<file path="config.mk">
export PLATFORM = sky130hd
export DESIGN_NAME = mirror_region_decoder
export DESIGN_NICKNAME = d
export VERILOG_FILES = /design/src/rtl/mrd_pkg.sv /design/src/rtl/mrd_window_match.sv /design/src/rtl/mrd_offset_fold.sv /design/src/rtl/mrd_err_reg.sv /design/src/rtl/mirror_region_decoder.sv
export SDC_FILE = /design/constraint.sdc
export NUM_CORES = 1
export LEC_CHECK = 0
export BUFFER_PORTS_ARGS = -buffer_cell sky130_fd_sc_hd__buf_2
export CORE_UTILIZATION = 29
export CTS_CLUSTER_SIZE = 10
export DETAILED_ROUTE_END_ITERATION = 7
export GPL_TIMING_DRIVEN = 0
export PLACE_DENSITY = 0.75
export SLEW_MARGIN = 5
export SYNTH_ARGS = -nofsm -noshare
export SYNTH_HDL_FRONTEND = slang
export SYNTH_SLANG_ARGS = --single-unit
</file>
<file path="constraint.sdc">
create_clock -name clk -period 1.63 [get_ports clk]
set_input_delay 0.0815 -clock clk [delete_from_list [all_inputs] [get_ports clk]]
set_output_delay 0.0815 -clock clk [all_outputs]
set_load 0.05 [all_outputs]
</file>
<file path="src/rtl/mrd_pkg.sv">
// Shared constants for the mirroring region decoder.
// Assumes addresses are narrower than 32 bits so that window limits fit a 32-bit value.
package mrd_pkg;
    localparam int NUM_TGT  = 4;
    localparam int TGT_ROM  = 0;
    localparam int TGT_XRAM = 1;
    localparam int TGT_IRAM = 2;
    localparam int TGT_IO   = 3;

    localparam logic [31:0] ROM_WIN_END = 32'h0010_0000;
    localparam logic [31:0] XRAM_BASE   = 32'h0010_0000;
    localparam logic [31:0] IRAM_BASE   = 32'h00FF_E000;
    localparam logic [31:0] IO_BASE     = 32'h00FF_F000;
    localparam logic [31:0] SMALL_WIN   = 32'h0000_1000;

    // True when v is a non-zero power of two.
    function automatic bit is_pow2(input logic [31:0] v);
        return (v != 32'd0) && ((v & (v - 32'd1)) == 32'd0);
    endfunction
endpackage

</file>
<file path="src/rtl/mrd_window_match.sv">
// Compares an address against one half-open window [LO, HI).
// Assumes ADDR_W < 32 and LO < HI; purely combinational.
module mrd_window_match #(
    parameter int          ADDR_W = 24,
    parameter logic [31:0] LO     = 32'h0,
    parameter logic [31:0] HI     = 32'h1
) (
    input  logic [ADDR_W-1:0] addr_i,
    output logic              hit_o
);
    logic [31:0] addr_ext;

    // Widen the address and test both window bounds.
    always_comb begin
        addr_ext = 32'(addr_i);
        hit_o    = (addr_ext >= LO) && (addr_ext < HI);
    end
endmodule

</file>
<file path="src/rtl/mrd_offset_fold.sv">
// Produces the physical offset for the selected target by masking or rebasing.
// Assumes sel_i is one-hot or zero and that both fold sizes are powers of two.
module mrd_offset_fold
    import mrd_pkg::*;
#(
    parameter int          ADDR_W     = 24,
    parameter logic [31:0] ROM_BYTES  = 32'h0004_0000,
    parameter logic [31:0] PHYS_BYTES = 32'h0000_0400
) (
    input  logic [ADDR_W-1:0]  addr_i,
    input  logic [NUM_TGT-1:0] sel_i,
    output logic [ADDR_W-1:0]  offset_o
);
    localparam logic [ADDR_W-1:0] ROM_MASK  = ADDR_W'(ROM_BYTES - 32'd1);
    localparam logic [ADDR_W-1:0] PHYS_MASK = ADDR_W'(PHYS_BYTES - 32'd1);
    localparam logic [ADDR_W-1:0] XRAM_OFS  = ADDR_W'(XRAM_BASE);

    // Pick the fold rule of whichever target is selected.
    always_comb begin
        offset_o = '0;
        if (sel_i[TGT_ROM])
            offset_o = addr_i & ROM_MASK;
        else if (sel_i[TGT_XRAM])
            offset_o = addr_i - XRAM_OFS;
        else if (sel_i[TGT_IRAM] || sel_i[TGT_IO])
            offset_o = addr_i & PHYS_MASK;
    end
endmodule

</file>
<file path="src/rtl/mrd_err_reg.sv">
// Registers the access-error flag for one cycle after each access.
// Assumes sel_i is already gated by valid; synchronous active-low reset.
module mrd_err_reg
    import mrd_pkg::*;
(
    input  logic               clk,
    input  logic               rst_n,
    input  logic               valid_i,
    input  logic               write_i,
    input  logic [NUM_TGT-1:0] sel_i,
    output logic               err_o
);
    logic err_d;

    // An error is either a miss on every window or a store into the program area.
    always_comb begin
        err_d = valid_i && ((sel_i == '0) || (write_i && sel_i[TGT_ROM]));
    end

    // Hold the flag for the cycle following the access.
    always_ff @(posedge clk) begin
        if (!rst_n) err_o <= 1'b0;
        else        err_o <= err_d;
    end

    AST_MISS_FLAGS: assert property (@(posedge clk) disable iff (!rst_n) (valid_i && sel_i == '0) |=> err_o);
    AST_IDLE_CLEAR: assert property (@(posedge clk) disable iff (!rst_n) !valid_i |=> !err_o);
    AST_ROM_STORE:  assert property (@(posedge clk) disable iff (!rst_n) (valid_i && write_i && sel_i[TGT_ROM]) |=> err_o);
    AST_ROM_LOAD:   assert property (@(posedge clk) disable iff (!rst_n) (valid_i && !write_i && sel_i[TGT_ROM]) |=> !err_o);
endmodule

</file>
<file path="src/rtl/mirror_region_decoder.sv">
// Top of the mirroring region decoder: matches four windows, folds the offset,
// and registers an access-error flag.
// Assumes ROM_BYTES is a power of two no larger than 1 MiB, PHYS_BYTES is a power
// of two no larger than 4 KiB, and RAM_END lies between 0x100000 and 0xFFE000.
module mirror_region_decoder
    import mrd_pkg::*;
#(
    parameter int          ADDR_W     = 24,
    parameter logic [31:0] ROM_BYTES  = 32'h0004_0000,
    parameter logic [31:0] RAM_END    = 32'h0020_0000,
    parameter logic [31:0] PHYS_BYTES = 32'h0000_0400
) (
    input  logic              clk,
    input  logic              rst_n,
    input  logic [ADDR_W-1:0] addr_i,
    input  logic              valid_i,
    input  logic              write_i,
    output logic [3:0]        sel_o,
    output logic [ADDR_W-1:0] offset_o,
    output logic              err_o
);
    localparam logic [31:0] WIN_LO [NUM_TGT] = '{32'h0, XRAM_BASE, IRAM_BASE, IO_BASE};
    localparam logic [31:0] WIN_HI [NUM_TGT] = '{ROM_WIN_END, RAM_END,
                                                 IRAM_BASE + SMALL_WIN, IO_BASE + SMALL_WIN};

    logic [NUM_TGT-1:0] hit_raw;
    logic [NUM_TGT-1:0] sel_int;

    // One comparator pair per window.
    for (genvar t = 0; t < NUM_TGT; t++) begin : g_win
        mrd_window_match #(
            .ADDR_W (ADDR_W),
            .LO     (WIN_LO[t]),
            .HI     (WIN_HI[t])
        ) u_match (
            .addr_i (addr_i),
            .hit_o  (hit_raw[t])
        );
    end

    // Gate the window hits with the access strobe.
    always_comb begin
        sel_int = valid_i ? hit_raw : '0;
    end

    assign sel_o = sel_int;

    mrd_offset_fold #(
        .ADDR_W     (ADDR_W),
        .ROM_BYTES  (ROM_BYTES),
        .PHYS_BYTES (PHYS_BYTES)
    ) u_fold (
        .addr_i   (addr_i),
        .sel_i    (sel_int),
        .offset_o (offset_o)
    );

    mrd_err_reg u_err (
        .clk     (clk),
        .rst_n   (rst_n),
        .valid_i (valid_i),
        .write_i (write_i),
        .sel_i   (sel_int),
        .err_o   (err_o)
    );

    AST_ONE_SELECT:  assert property (@(posedge clk) disable iff (!rst_n) $onehot0(sel_o));
    AST_IDLE_QUIET:  assert property (@(posedge clk) disable iff (!rst_n) !valid_i |-> (sel_o == '0 && offset_o == '0));
    AST_MISS_ZERO:   assert property (@(posedge clk) disable iff (!rst_n) (sel_o == '0) |-> offset_o == '0);
    AST_ROM_BOUND:   assert property (@(posedge clk) disable iff (!rst_n) sel_o[TGT_ROM] |-> 32'(offset_o) < ROM_BYTES);
    AST_IRAM_BOUND:  assert property (@(posedge clk) disable iff (!rst_n) sel_o[TGT_IRAM] |-> 32'(offset_o) < PHYS_BYTES);
    AST_IO_BOUND:    assert property (@(posedge clk) disable iff (!rst_n) sel_o[TGT_IO] |-> 32'(offset_o) < PHYS_BYTES);
    AST_XRAM_BOUND:  assert property (@(posedge clk) disable iff (!rst_n) sel_o[TGT_XRAM] |-> 32'(offset_o) < (RAM_END - XRAM_BASE));
endmodule

</file>
**Word-level counts from Yosys, hierarchy flattened**

Cells that the tools add are included.

- Add/sub/neg operators: 1
- $mul: 0
- Div/mod/pow operators: 0
- $lt $le $gt $ge: 6
- Equality and inequality tests: 0
- Shifts and indexed selects: 0
- Muxes and demuxes: 4
- Bitwise gates (word level): 0
- Reduce and logical (&&, ||, !) cells: 7

Operators by type and width:

| kind | number |
|---|---|
| 24-bit >= comparator (second input constant) | 2 |
| 24-bit two-way mux | 2 |
| 24-bit by 21-bit >= comparator with 1-bit output (second input constant) | 1 |
| 24-bit by 21-bit less-than comparator with 1-bit output (second input constant) | 1 |
| 24-bit by 22-bit less-than comparator with 1-bit output (second input constant) | 1 |
| 24-bit less-than comparator (second input constant) | 1 |
| 24-bit by 21-bit subtractor with 24-bit output (second input constant) | 1 |
| 10-bit two-way mux | 1 |
| 1-bit logical AND | 4 |
| 4-bit logical NOT | 1 |
| 4-bit two-way mux | 1 |
| 1-bit logical OR | 2 |

- Flip-flop bits (word level): 1
- Bits in latches: 0
- RAM bits: 0
- Memory bits (read-only): 0
- Logic and storage cells: 19
- Memories kept: 0

**Logic depth before layout (Yosys ltp)**

Gate-level depths: netlist of run 1.

- Word-level depth: 7
- Gate-level depth with buffers: 6
- Gate-level depth less buffers: 5

**Modules after synthesis**

Synthesis of run 1 repeated with hierarchy kept, for this count alone.

- Cells, all modules: 54
- Area total of the unflattened synthesis: 379.1 sq um

Modules (own cells, without submodules):

| module | times used | cells an instance | area each (sq um) | seq. area each (sq um) |
|---|---|---|---|---|
| mrd_offset_fold | 1 | 35 | 226.5 | 0.0 |
| mrd_err_reg | 1 | 5 | 40.0 | 20.0 |
| mrd_window_match (g_win[2].u_match) | 1 | 4 | 31.3 | 0.0 |
| mrd_window_match (g_win[3].u_match) | 1 | 4 | 28.8 | 0.0 |
| mirror_region_decoder | 1 | 4 | 25.0 | 0.0 |
| mrd_window_match (g_win[1].u_match) | 1 | 1 | 15.0 | 0.0 |
| mrd_window_match (g_win[0].u_match) | 1 | 1 | 12.5 | 0.0 |

**Least setup slack after synthesis of run 1**

No wires, ideal clock.

- Path type: input to output
- Start: input port addr_i[20]
- End: output port offset_o[0]
- Arrival: 1.992 ns
- Data required time: 1.548 ns
- Setup slack: -0.444 ns
- Cell stages on the path: 5
- Buffers on the path: 1
- Path through: ha_1 -> nand4_1 -> or3_1 -> clkbuf_1 -> a21boi_0

- Cells in the longest elaborated chain, start to end: 7

Ends and longest elaborated chain:

| item | RTL line | RTL |
|---|---|---|
| start: declaration | mirror_region_decoder.sv:15 | `input logic [ADDR_W-1:0] addr_i,` |
| 24-bit >= comparator or 24-bit less-than comparator (tied branches) | mrd_window_match.sv:16 | `hit_o = (addr_ext >= LO) && (addr_ext < HI);` |
| 1-bit logical AND | mrd_window_match.sv:16 |  |
| 4-bit two-way mux (*) | mirror_region_decoder.sv:43 | `sel_int = valid_i ? hit_raw : '0;` |
| 1-bit logical OR | mrd_offset_fold.sv:25 | `else if (sel_i[TGT_IRAM] \|\| sel_i[TGT_IO])` |
| 10-bit two-way mux | mrd_offset_fold.sv:25 |  |
| 24-bit two-way mux | mrd_offset_fold.sv:23 | `else if (sel_i[TGT_XRAM])` |
| 24-bit two-way mux (*) | mrd_offset_fold.sv:21 | `if (sel_i[TGT_ROM])` |
| end: declaration | mirror_region_decoder.sv:19 | `output logic [ADDR_W-1:0] offset_o,` |

Mark *: on every way between the ends. The rest lies on a longest branch, timed or not.

**Final worst setup path of run 1**

- Start: input port addr_i[22]
- End: output port sel_o[1]

- Cells in the longest elaborated chain, start to end: 3

Ends and longest elaborated chain:

| item | RTL line | RTL |
|---|---|---|
| 24-bit by 21-bit >= comparator with 1-bit output or 24-bit by 22-bit less-than comparator with 1-bit output (tied branches) | mrd_window_match.sv:16 |  |
| 1-bit logical AND (*) | mrd_window_match.sv:16 |  |
| 4-bit two-way mux (*) | mirror_region_decoder.sv:43 |  |
| end: declaration | mirror_region_decoder.sv:18 | `output logic [3:0] sel_o,` |

Marks and branches as above.

==> results of run 1 <==
-- worst max-delay path, stage by stage --
cell and delay (ps):
buf_8 100, or4b_4 530, or4_4 500, o21ai_4 130, buf_6 170
-- per-layer routing --
layer  global-route usage (%)  routed length, um  vias to the layer above
li1                         -                  -                      326
met1                     18.3                546                      281
met2                     34.2                652                       39
met3                     1.73                155                        0
met4                        0                  0                        0
met5                        0                  0                        -
-- how the worst min path moves through the flow --
stage | slack, ps | cells after the start | end
4_1_cts | 370 | 2 | u_err.err_o
6_report | 370 | 2 | u_err.err_o
5_1_grt | 380 | 2 | u_err.err_o
3_3_place_gp | 360 | 2 | u_err.err_o
3_5_place_dp | 370 | 2 | u_err.err_o
2_1_floorplan | 250 | 1 | u_err.err_o
-- cell usage in the layout, fill, tap and decap left out, types with 2 or more instances in the layout --
master    count
a21boi_1      3
a21boi_2      7
and2_1        9
buf_2        43
buf_4        12
buf_6         2
ha_1          3
inv_1         3
nand3_1       2
nand4_1       3
nor2_1        5
nor2_2        3
nor4_1        3
-- synth_stat cells --
cell type,n
buf_4,1
and2_1,9
nor4_1,3
nor3b_1,1
a41o_2,1
and3_2,1
or4_1,2
or4b_1,1
dfxtp_1,1
o21ai_2,1
ha_1,3
nor2_1,8
inv_1,3
clkbuf_1,2
and4bb_2,1
nand4_1,3
and4_2,1
nand3_1,2
or3_1,1
or2_2,1
nand2b_1,1
conb_1,1
a21boi_0,10
-- per-stage QoR --
| step | setup WS [ps] | hold WS [ps] | total power, mW | instances | setup TNS [ps] |
|---|---|---|---|---|---|
| after floorplan | -182 | 253 | 0.116 | 58 | -434 |
| after global placement | -138 | 363 | 0.176 | 127 | -841 |
| after detailed placement | -140 | 369 | 0.177 | 127 | -1250 |
| after CTS | 0.575 | 369 | 0.182 | 127 | 0 |
| after global routing | -3.81 | 378 | 0.200 | 128 | -3.81 |
| final | 30.5 | 366 | 0.189 | 128 | 0 |
-- power groups by stage --
stage	logic (mW)	clock network [mW]	registers, mW
after global placement	0.149	0	0.0267
after detailed placement	0.150	0	0.0267
after floorplan	0.0844	0	0.0321
after global routing	0.173	0	0.0267
final	0.162	0	0.0267
after CTS	0.155	0	0.0267
-- kinds of logic (layout without fill, tap and decap cells) --
kind of cell | Yosys count | after routing | share of synthesized area, %
simple gates | 35 | 35 | 54.1
compound gates | 12 | 12 | 23.9
buf+inv | 6 | 62 | 6.60
fa+ha+maj | 3 | 3 | 9.43
other cells | 1 | 1 | 0.942
flops | 1 | 1 | 5.03
-- cell type report --
type                            count  area (sq um)
Buffer                              3          20.0
Inverter                            3          11.3
Sequential cell                     1          20.0
Multi-Input combinational cell     51           405
Timing Repair Buffer               56           330
Tap cell                           14          17.5
Fill cell                         115           382
-- timing repair --
action | in CTS | in global routing
pin swaps | 0 | 0
cloned | 0 | 0
resized for setup | 15 | 11
setup endpoints to repair | 13 | 12
buffers inserted | 0 | 1
endpoints found under the hold margin | 0 | 0
==> metrics.md, run 1 <==
| Metric | Value |
|---|---|
| Outcome | `finished, final reports clean` |
| Clk network pwr share | `0%` |
| Area Growth Syn to Fin | `102%` |
| Cts hold-fix bufs | `0` |
| Post-synthesis register bit count | `1` |
| Reg clk slew, reported paths | `0 ps` |
| Die W | `39.0 um` |
| Fin util | `67.8%` |
| Endpoint type of the worst setup path | `primary output` |
| Final non-filler cell area | `805 sq um` |
| Min-Delay Startpoint | `rst_n` |
| Combinational share of power | `85.9%` |
| Largest register FFs | `1` |
| GRT Residual Overflow | `0` |
| Initial DRC Count | `4` |
| Pins Over Slew Limit | `0` |
| Net Sw Frac | `52.1%` |
| Largest regs | `u_err.err_o (1)` |
| Row count | `12` |
| Via density | `5.05` |
| CP required | `1550 ps` |
| Drt wl/cell | `10.6 um` |
| # diodes | `0` |
| Post-synth top area share | `18.9%` |
| Mapped Area | `398 sq um` |
| Leak | `0.448 nW` |
| Residual DRC | `0` |
| First-pass GRT wire length | `1820 um` |
| Yosys warnings | `0` |
| P_sw | `98.2 uW` |
| Core ar. | `1190 sq um` |
| Share of cells above drive strength 1 | `68.4%` |
| Arrival @ worst endpoint | `1520 ps` |
| # setup viols final | `0` |
| Largest net degree at the start of global routing | `11` |
| Vias in the first global route | `480` |
| Crit start category | `primary input` |
| Hold WC Path Type | `primary input to register` |
| Via count | `646` |
| RSZ-0062 raised after global routing | `true` |
| Syn_nets | `89` |
| Initial Util | `33.5%` |
| Setup crit start | `addr_i[22]` |
| CP Class | `primary input to primary output` |
| Initial antenna violation count | `0` |
| Seq/Total Area, Yosys | `5.03%` |
| Routed Antenna Nets | `0` |
| Max Fclk | `625 MHz` |
| Unique cell type count in the Yosys netlist | `23` |
| Worst Setup EP | `sel_o[1]` |
| Peak supply drop | `0.206 mV` |
| Synth area leaders | `a21boi_0 (19%), and2_1 (14%), ha_1 (9.4%)` |
| Top Ports | `57` |
| Min Clock Period, post-route | `1600 ps` |
| Placed cell area | `732 sq um` |
| Final wirelength | `1350 um` |
| Number of max-cap violations | `0` |
| GP Congestion | `0.780` |
| Final nets | `147` |
| Critical path peak fanout | `3` |
| Tcrit/Tclk final | `98.1%` |
| Vert. Die Dim | `39.0 um` |
| GRT Total Usage | `16.5%` |
| Biggest register | `u_err.err_o` |
| Final Hold Vio Count | `0` |
| Die Footprint | `1520 sq um` |
| Mapped Cells | `58` |
| Syn_area_per_cell | `6.86 sq um` |
| Pint | `90.4 uW` |
| Post-synth top area cell | `a21boi_0` |
| Power Dens Cells | `234 nW/um^2` |
| Post-DP HPWL | `1110 um` |
| DRT Pass-1 Iters | `3` |
| Sequential power share | `14.1%` |
| Buffers on Ports | `55` |
Power figures use the tool's default switching activity.
==> run 2, diff against run 1 <==
==> constraint.sdc (replaced) <==
create_clock -name clk -period 1.63 [get_ports clk]
set_input_delay 0.163 -clock clk [delete_from_list [all_inputs] [get_ports clk]]
set_output_delay 0.163 -clock clk [all_outputs]
set_load 0.05 [all_outputs]
==> metrics.md, run 2 (synthesis results as in run 1) <==
| Metric | Value |
|---|---|
| Pre-CTS WS | `-272 ps (-132 ps)` |
| CP Class | `primary input to primary output` |
| CP required | `1470 ps (-80 ps)` |
| Routed Antenna Nets | `0 (unchanged)` |
| Final wirelength | `2090 um (+54%)` |
| Min Clock Period, post-route | `1790 ps (+191 ps)` |
| Final Instance Count excl. Fillers | `129 (+0.78%)` |
| Post-DP HPWL | `1260 um (+13%)` |
| Tcrit/Tclk final | `110% (+12 points)` |
| Hold_ws | `447 ps (+81.9 ps)` |
| Buffers on Ports | `55 (unchanged)` |
| Initial Util | `33.5% (unchanged)` |
| Biggest register | `u_err.err_o` |
| Crit start category | `primary input` |
| Tot Pwr | `213 uW (+13%)` |
| Min-Delay Startpoint | `rst_n` |
| Outcome | `complete, but fails checks` |
| Largest regs | `u_err.err_o (1)` |
| Arrival @ worst endpoint | `1630 ps (+110 ps)` |
| Setup tns final | `-160 ps (-160 ps)` |
| Net Sw Frac | `51.9% (-0.15 points)` |
| Number of max-cap violations | `0 (unchanged)` |
| DRT Pass-1 Iters | `4 (+1)` |
| Fillers | `76 (-34%)` |
| GRT Residual Overflow | `0 (unchanged)` |
| # diodes | `0 (unchanged)` |
| Endpoint type of the worst setup path | `primary output` |
| Setup crit start | `addr_i[1]` |
| Largest net degree at the start of global routing | `11 (unchanged)` |
| Clk network pwr share | `0% (unchanged)` |
| First-pass GRT wire length | `2280 um (+25%)` |
| Drt wl/cell | `16.2 um (+53%)` |
| Final Hold Vio Count | `0 (unchanged)` |
| Final nets | `148 (+0.68%)` |
| GRT Total Usage | `20.4% (+3.9 points)` |
| Slowest cell on crit path | `or4_4` |
| Initial antenna violation count | `0 (unchanged)` |
| Initial DRC Count | `14 (+10)` |
| Pint | `103 uW (+14%)` |
| Hold WC Path Type | `primary input to register` |
| Power Dens Cells | `215 nW/um^2 (-8.1%)` |
| P_sw | `111 uW (+13%)` |
| Via count | `679 (+5.1%)` |
| Peak supply drop | `0.144 mV (-30%)` |
| Combinational share of power | `87.5% (+1.6 points)` |
| Post-route setup slack | `-160 ps (-191 ps)` |
| Via density | `5.26 (+4.3%)` |
| Residual DRC | `0 (unchanged)` |
| Reg clk slew, reported paths | `0 ps (unchanged)` |
| Placed cell count | `127 (unchanged)` |
| Vias in the first global route | `524 (+9.2%)` |
| Die W | `39.0 um (unchanged)` |
| CP max stage delay | `540 ps (about the same)` |
| Critical path peak fanout | `2 (-1)` |
| CP cell instances | `buf_6 -> or4_4 -> or4_4 -> o21ai_2 -> buf_6` |
| Area Growth Syn to Fin | `149%` |
| Core ar. | `1190 sq um (unchanged)` |
| RSZ-0062 raised after global routing | `true` |
| Share of cells above drive strength 1 | `73.9% (+5.5 points)` |
| GP Congestion | `0.732 (-6.2%)` |
| Top Ports | `57 (unchanged)` |
| Leak | `0.516 nW (+15%)` |
| Die Footprint | `1520 sq um (unchanged)` |
| Most frequent cells in the layout | `buf_2 (35), buf_6 (13), and2_1 (9)` |
| Row count | `12 (unchanged)` |
| Max Fclk | `559 MHz (-11%)` |
| Pins Over Slew Limit | `0 (unchanged)` |
| Failing checks | `negative setup slack` |
| Largest register FFs | `1 (unchanged)` |
| Most common cell after layout, fill and taps aside | `buf_2` |
| Vert. Die Dim | `39.0 um (unchanged)` |
| # setup viols final | `1 (+1)` |
| Sequential power share | `12.5% (-1.6 points)` |
-- run 2: cell types whose count changed in the layout (fill, tap and decap cells not counted), sizes merged --
| cell | change |
|---|---|
| buf | -1 |
| clkbuf | +2 |
-- run 2: what timing repair did --
action	CTS	global route
setup buffers	0	1
resized for setup	25	21
setup endpoints to repair	16	16
hold buffers	0	0
pin swaps	4	3
gates cloned	1	0
-- run 2: final timing paths --
path / end / slack (ps) / cells after the start
hold / removal: u_err.err_o / 450 / 2
setup / recovery: sel_o[1] / -160 / 5
-- run 2: final cells by class --
| type | count | area [sq um] | share of cell area [%] |
|---|---|---|---|
| Multi-Input combinational cell | 51 | 485 | 49.0 |
| Timing Repair Buffer | 57 | 409 | 41.3 |
| Buffer | 3 | 47.5 | 4.80 |
| Sequential cell | 1 | 20.0 | 2.02 |
| Tap cell | 14 | 17.5 | 1.77 |
| Inverter | 3 | 11.3 | 1.14 |
-- run 2: per-stage QoR --
| step | utilization, % | cell area, sq um |
|---|---|---|
| after floorplan | - | 508 |
| after global placement | 67.5 | 801 |
| after detailed placement | 67.5 | 801 |
| after CTS | 76.7 | 910 |
| after global routing | 83.5 | 991 |
| final | 83.5 | 991 |
-- run 2: layer usage --
| layer | up-vias | global-route usage (%) | share of wire (%) |
|---|---|---|---|
| met2 | 41 | 40.4 | 52 |
| met4 | 0 | 0 | 0 |
| li1 | 325 | - | - |
| met5 | - | 0 | 0 |
| met1 | 313 | 24.4 | 40 |
| met3 | 0 | 1.73 | 7.3 |
-- run 2: power groups by stage --
stage               logic, mW  registers, mW  clock network (mW)
global placement        0.158         0.0267                   0
floorplan              0.0921         0.0321                   0
detailed placement      0.160         0.0267                   0
global route            0.196         0.0270                   0
finish                  0.187         0.0267                   0
CTS                     0.172         0.0267                   0
-- run 2: worst max-delay path, delay by kind of cell --
| kind | cells | cell delay [ps] |
|---|---|---|
| AO/OA/AOI/OAI | 1 | 140 |
| buffers and inverters | 2 | 270 |
| AND/OR/NAND/NOR | 2 | 1040 |
==> run 3, diff against run 2 <==
Settings changed: SETUP_SLACK_MARGIN set to 0.15.
==> metrics.md, run 3 <==
| Metric | Value |
|---|---|
| Adder-cell share of the synthesized area | `9.43% (unchanged)` |
| FFs w/ async S/R, synth | `0% (unchanged)` |
| Die W | `39.0 um (unchanged)` |
| Post-synth top area share | `18.9% (unchanged)` |
| Post-synth EDFFs | `0 (unchanged)` |
| Post-Synth Simple-Gate Area | `54.1% (unchanged)` |
| Unique cell type count in the Yosys netlist | `23 (unchanged)` |
| Yosys warnings | `0 (unchanged)` |
| Post-synth top area cell | `a21boi_0` |
| Synth area leaders | `a21boi_0 (19%), and2_1 (14%), ha_1 (9.4%)` |
| Outcome | `stopped before the end` |
| Post-DP HPWL | `1430 um (+14%)` |
| Top_reg_cell synth | `dfxtp_1` |
| Top-count cell post-synth | `a21boi_0` |
| Mapped Cells | `58 (unchanged)` |
| Initial Util | `33.5% (unchanged)` |
| Post-CTS Setup Bufs | `3 (+3)` |
| Error msg | `[ERROR DPL-0033] detailed placement checks failed during check placement.` |
| Top cells by count, synth | `a21boi_0 (10), and2_1 (9), nor2_1 (8)` |
| Syn_area_per_cell | `6.86 sq um (unchanged)` |
| Placed cell area | `886 sq um (+11%)` |
| Top Ports | `57 (unchanged)` |
| Cts hold-fix bufs | `0 (unchanged)` |
| Mapped Area | `398 sq um (unchanged)` |
| Mux share of post-synthesis cell area | `0% (unchanged)` |
| # resized after CTS | `62 (+150%)` |
| XOR/XNOR Fraction of Synth Area | `0% (unchanged)` |
| Vert. Die Dim | `39.0 um (unchanged)` |
| Failing step | `clock tree synthesis` |
| Buffers on Ports | `55 (unchanged)` |
| Main combinational cell family by area after synthesis | `simple AND/OR/NAND/NOR gates` |
| Seq/Total Area, Yosys | `5.03% (unchanged)` |
| Post-synthesis register bit count | `1 (unchanged)` |
| Row count | `12 (unchanged)` |
| Syn_nets | `89 (unchanged)` |
| GP Congestion | `0.759 (+3.6%)` |
| Synth Area in Compound Gates | `23.9% (unchanged)` |
run 3: cell counts after synthesis:
No cell type changed its count.
run 3: per-stage QoR:
stage	hold slack, ps	cells	worst slack [ps]	util, %
after detailed placement	465	127	-287	74.7
after global placement	444	127	-245	74.7
after floorplan	335	58	-52.1	-
run 3: cell families after synthesis:
logic type,count (synthesis)
flip-flops,1
buffers and inverters,6
adder cells (fa/ha/maj),3
AO/OA/AOI/OAI,12
other,1
AND/OR/NAND/NOR,35
==> run 4, diff against run 3 <==
Settings changed: CORE_AREA set to 2 2 63 65, CORE_UTILIZATION 29 to unset, CTS_CLUSTER_SIZE 10 to unset, DIE_AREA set to 0 0 65 67, PLACE_DENSITY 0.75 to unset, PLACE_DENSITY_LB_ADDON set to 0.15, SETUP_SLACK_MARGIN 0.15 to unset.
==> metrics.md, run 4 (synthesis results as in run 1) <==
| Metric | Value |
|---|---|
| Outcome | `complete, but fails checks` |
| Failing checks | `negative setup slack` |
| CP max stage delay | `520 ps` |
| Largest net degree at the start of global routing | `11` |
| DRT Pass-1 Iters | `2` |
| Routed Antenna Nets | `0` |
| RSZ-0062 raised after global routing | `true` |
| Core ar. | `3610 sq um` |
| P_sw | `108 uW` |
| Fillers | `392` |
| Most common cell after layout, fill and taps aside | `buf_2` |
| Peak supply drop | `0.0434 mV` |
| Final wirelength | `1990 um` |
| Critical path peak fanout | `2` |
| GP Congestion | `0.667 (-12%)` |
| Largest regs | `u_err.err_o (1)` |
| Min Clock Period, post-route | `1740 ps` |
| Area of the multi-input gates | `485 sq um` |
| Initial Util | `11.0% (-23 points)` |
| Post-route setup slack | `-113 ps` |
| Vias in the first global route | `641` |
| GRT Residual Overflow | `0` |
| Clk network pwr share | `0%` |
| CP required | `1470 ps` |
| Most frequent cells in the layout | `buf_2 (33), buf_6 (14), and2_1 (9)` |
| Number of max-cap violations | `0` |
| Sequential power share | `12.7%` |
| Share of cells above drive strength 1 | `74.1%` |
| # setup viols final | `1` |
| Drt wl/cell | `12.1 um` |
| Net Sw Frac | `51.3%` |
| Area Growth Syn to Fin | `160%` |
| Die Footprint | `4360 sq um` |
| Pint | `102 uW` |
| Post-DP HPWL | `1650 um (+15%)` |
| Die W | `65 um (+66%)` |
| Final Hold Vio Count | `0` |
| Pins Over Slew Limit | `0` |
| Row count | `22 (+10)` |
| Reg clk slew, reported paths | `0 ps` |
| Via count | `651` |
| Initial DRC Count | `6` |
| Tcrit/Tclk final | `107%` |
| Max Fclk | `574 MHz` |
| GRT Total Usage | `8.28%` |
| First-pass GRT wire length | `2940 um` |
| Via density | `3.97` |
| Arrival @ worst endpoint | `1580 ps` |
| Fin util | `28.7%` |
| Top Ports | `57 (unchanged)` |
| Slowest cell on crit path | `or4_4` |
| Endpoint type of the worst setup path | `primary output` |
| # diodes | `0` |
| Final nets | `149` |
| Cts hold-fix bufs | `0 (unchanged)` |
| Buffers on Ports | `55 (unchanged)` |
| CP cell instances | `buf_6 -> or4_4 -> or4_4 -> o21ai_2 -> buf_6` |
| CP Class | `primary input to primary output` |
| Crit start category | `primary input` |
| Initial antenna violation count | `0` |
| Vert. Die Dim | `67 um (+72%)` |
| Combinational share of power | `87.3%` |
| CP top delay family | `simple AND/OR/NAND/NOR gates` |
| Register area | `20.0 sq um` |
| Biggest register | `u_err.err_o` |
| Min-Delay Startpoint | `rst_n` |
| Setup crit start | `addr_i[1]` |
| Residual DRC | `0` |
| Power Dens Cells | `203 nW/um^2` |
| Worst Path Buf+Inv | `2` |
| Setup tns final | `-113 ps` |
| Leak | `0.508 nW` |
| Hold WC Path Type | `primary input to register` |
| Largest register FFs | `1` |
## run 4: area by class of cell
cell class	instances	share of cell area, %
Buffer	3	4.47
Inverter	3	1.09
Multi-Input combinational cell	51	46.9
Sequential cell	1	1.93
Tap cell	48	5.80
Timing Repair Buffer	58	39.8
## run 4: metrics by stage
stage	area (sq um)	setup slack (ps)	instances	power (mW)	hold WS [ps]
3_3_place_gp	843	-286	161	0.188	443
2_1_floorplan	508	-218	58	0.124	335
4_1_cts	958	-143	162	0.205	446
3_5_place_dp	843	-297	161	0.189	446
6_report	1030	-113	164	0.210	441
5_1_grt	1030	-132	164	0.223	464
## run 4: path summary, 6_finish.rpt
| check | endpoint | slack (ps) | depth (start not counted) |
|---|---|---|---|
| worst max-delay path | sel_o[1] | -110 | 5 |
| worst min-delay path | u_err.err_o | 440 | 2 |
## run 4: power groups by stage
stage               logic, mW  clock network, mW  registers (mW)
CTS                     0.178                  0          0.0267
floorplan              0.0921                  0          0.0321
global route            0.196                  0          0.0269
global placement        0.162                  0          0.0267
finish                  0.183                  0          0.0267
detailed placement      0.162                  0          0.0267
## run 4: routing by layer
metal / vias up / routed length (um) / global-route usage (%)
met5: - / 0 / 0
met4: 0 / 0 / 0
met3: 0 / 181 / 1.86
met2: 33 / 1020 / 16.5
met1: 292 / 786 / 9.42
li1: 326 / - / -
## run 4: what timing repair did
action	4_1_cts	5_1_grt
gates cloned	1	1
pin swaps	4	1
endpoints found under the setup margin	16	24
buffers inserted	0	1
resized for setup	28	21
endpoints found under the hold margin	0	0
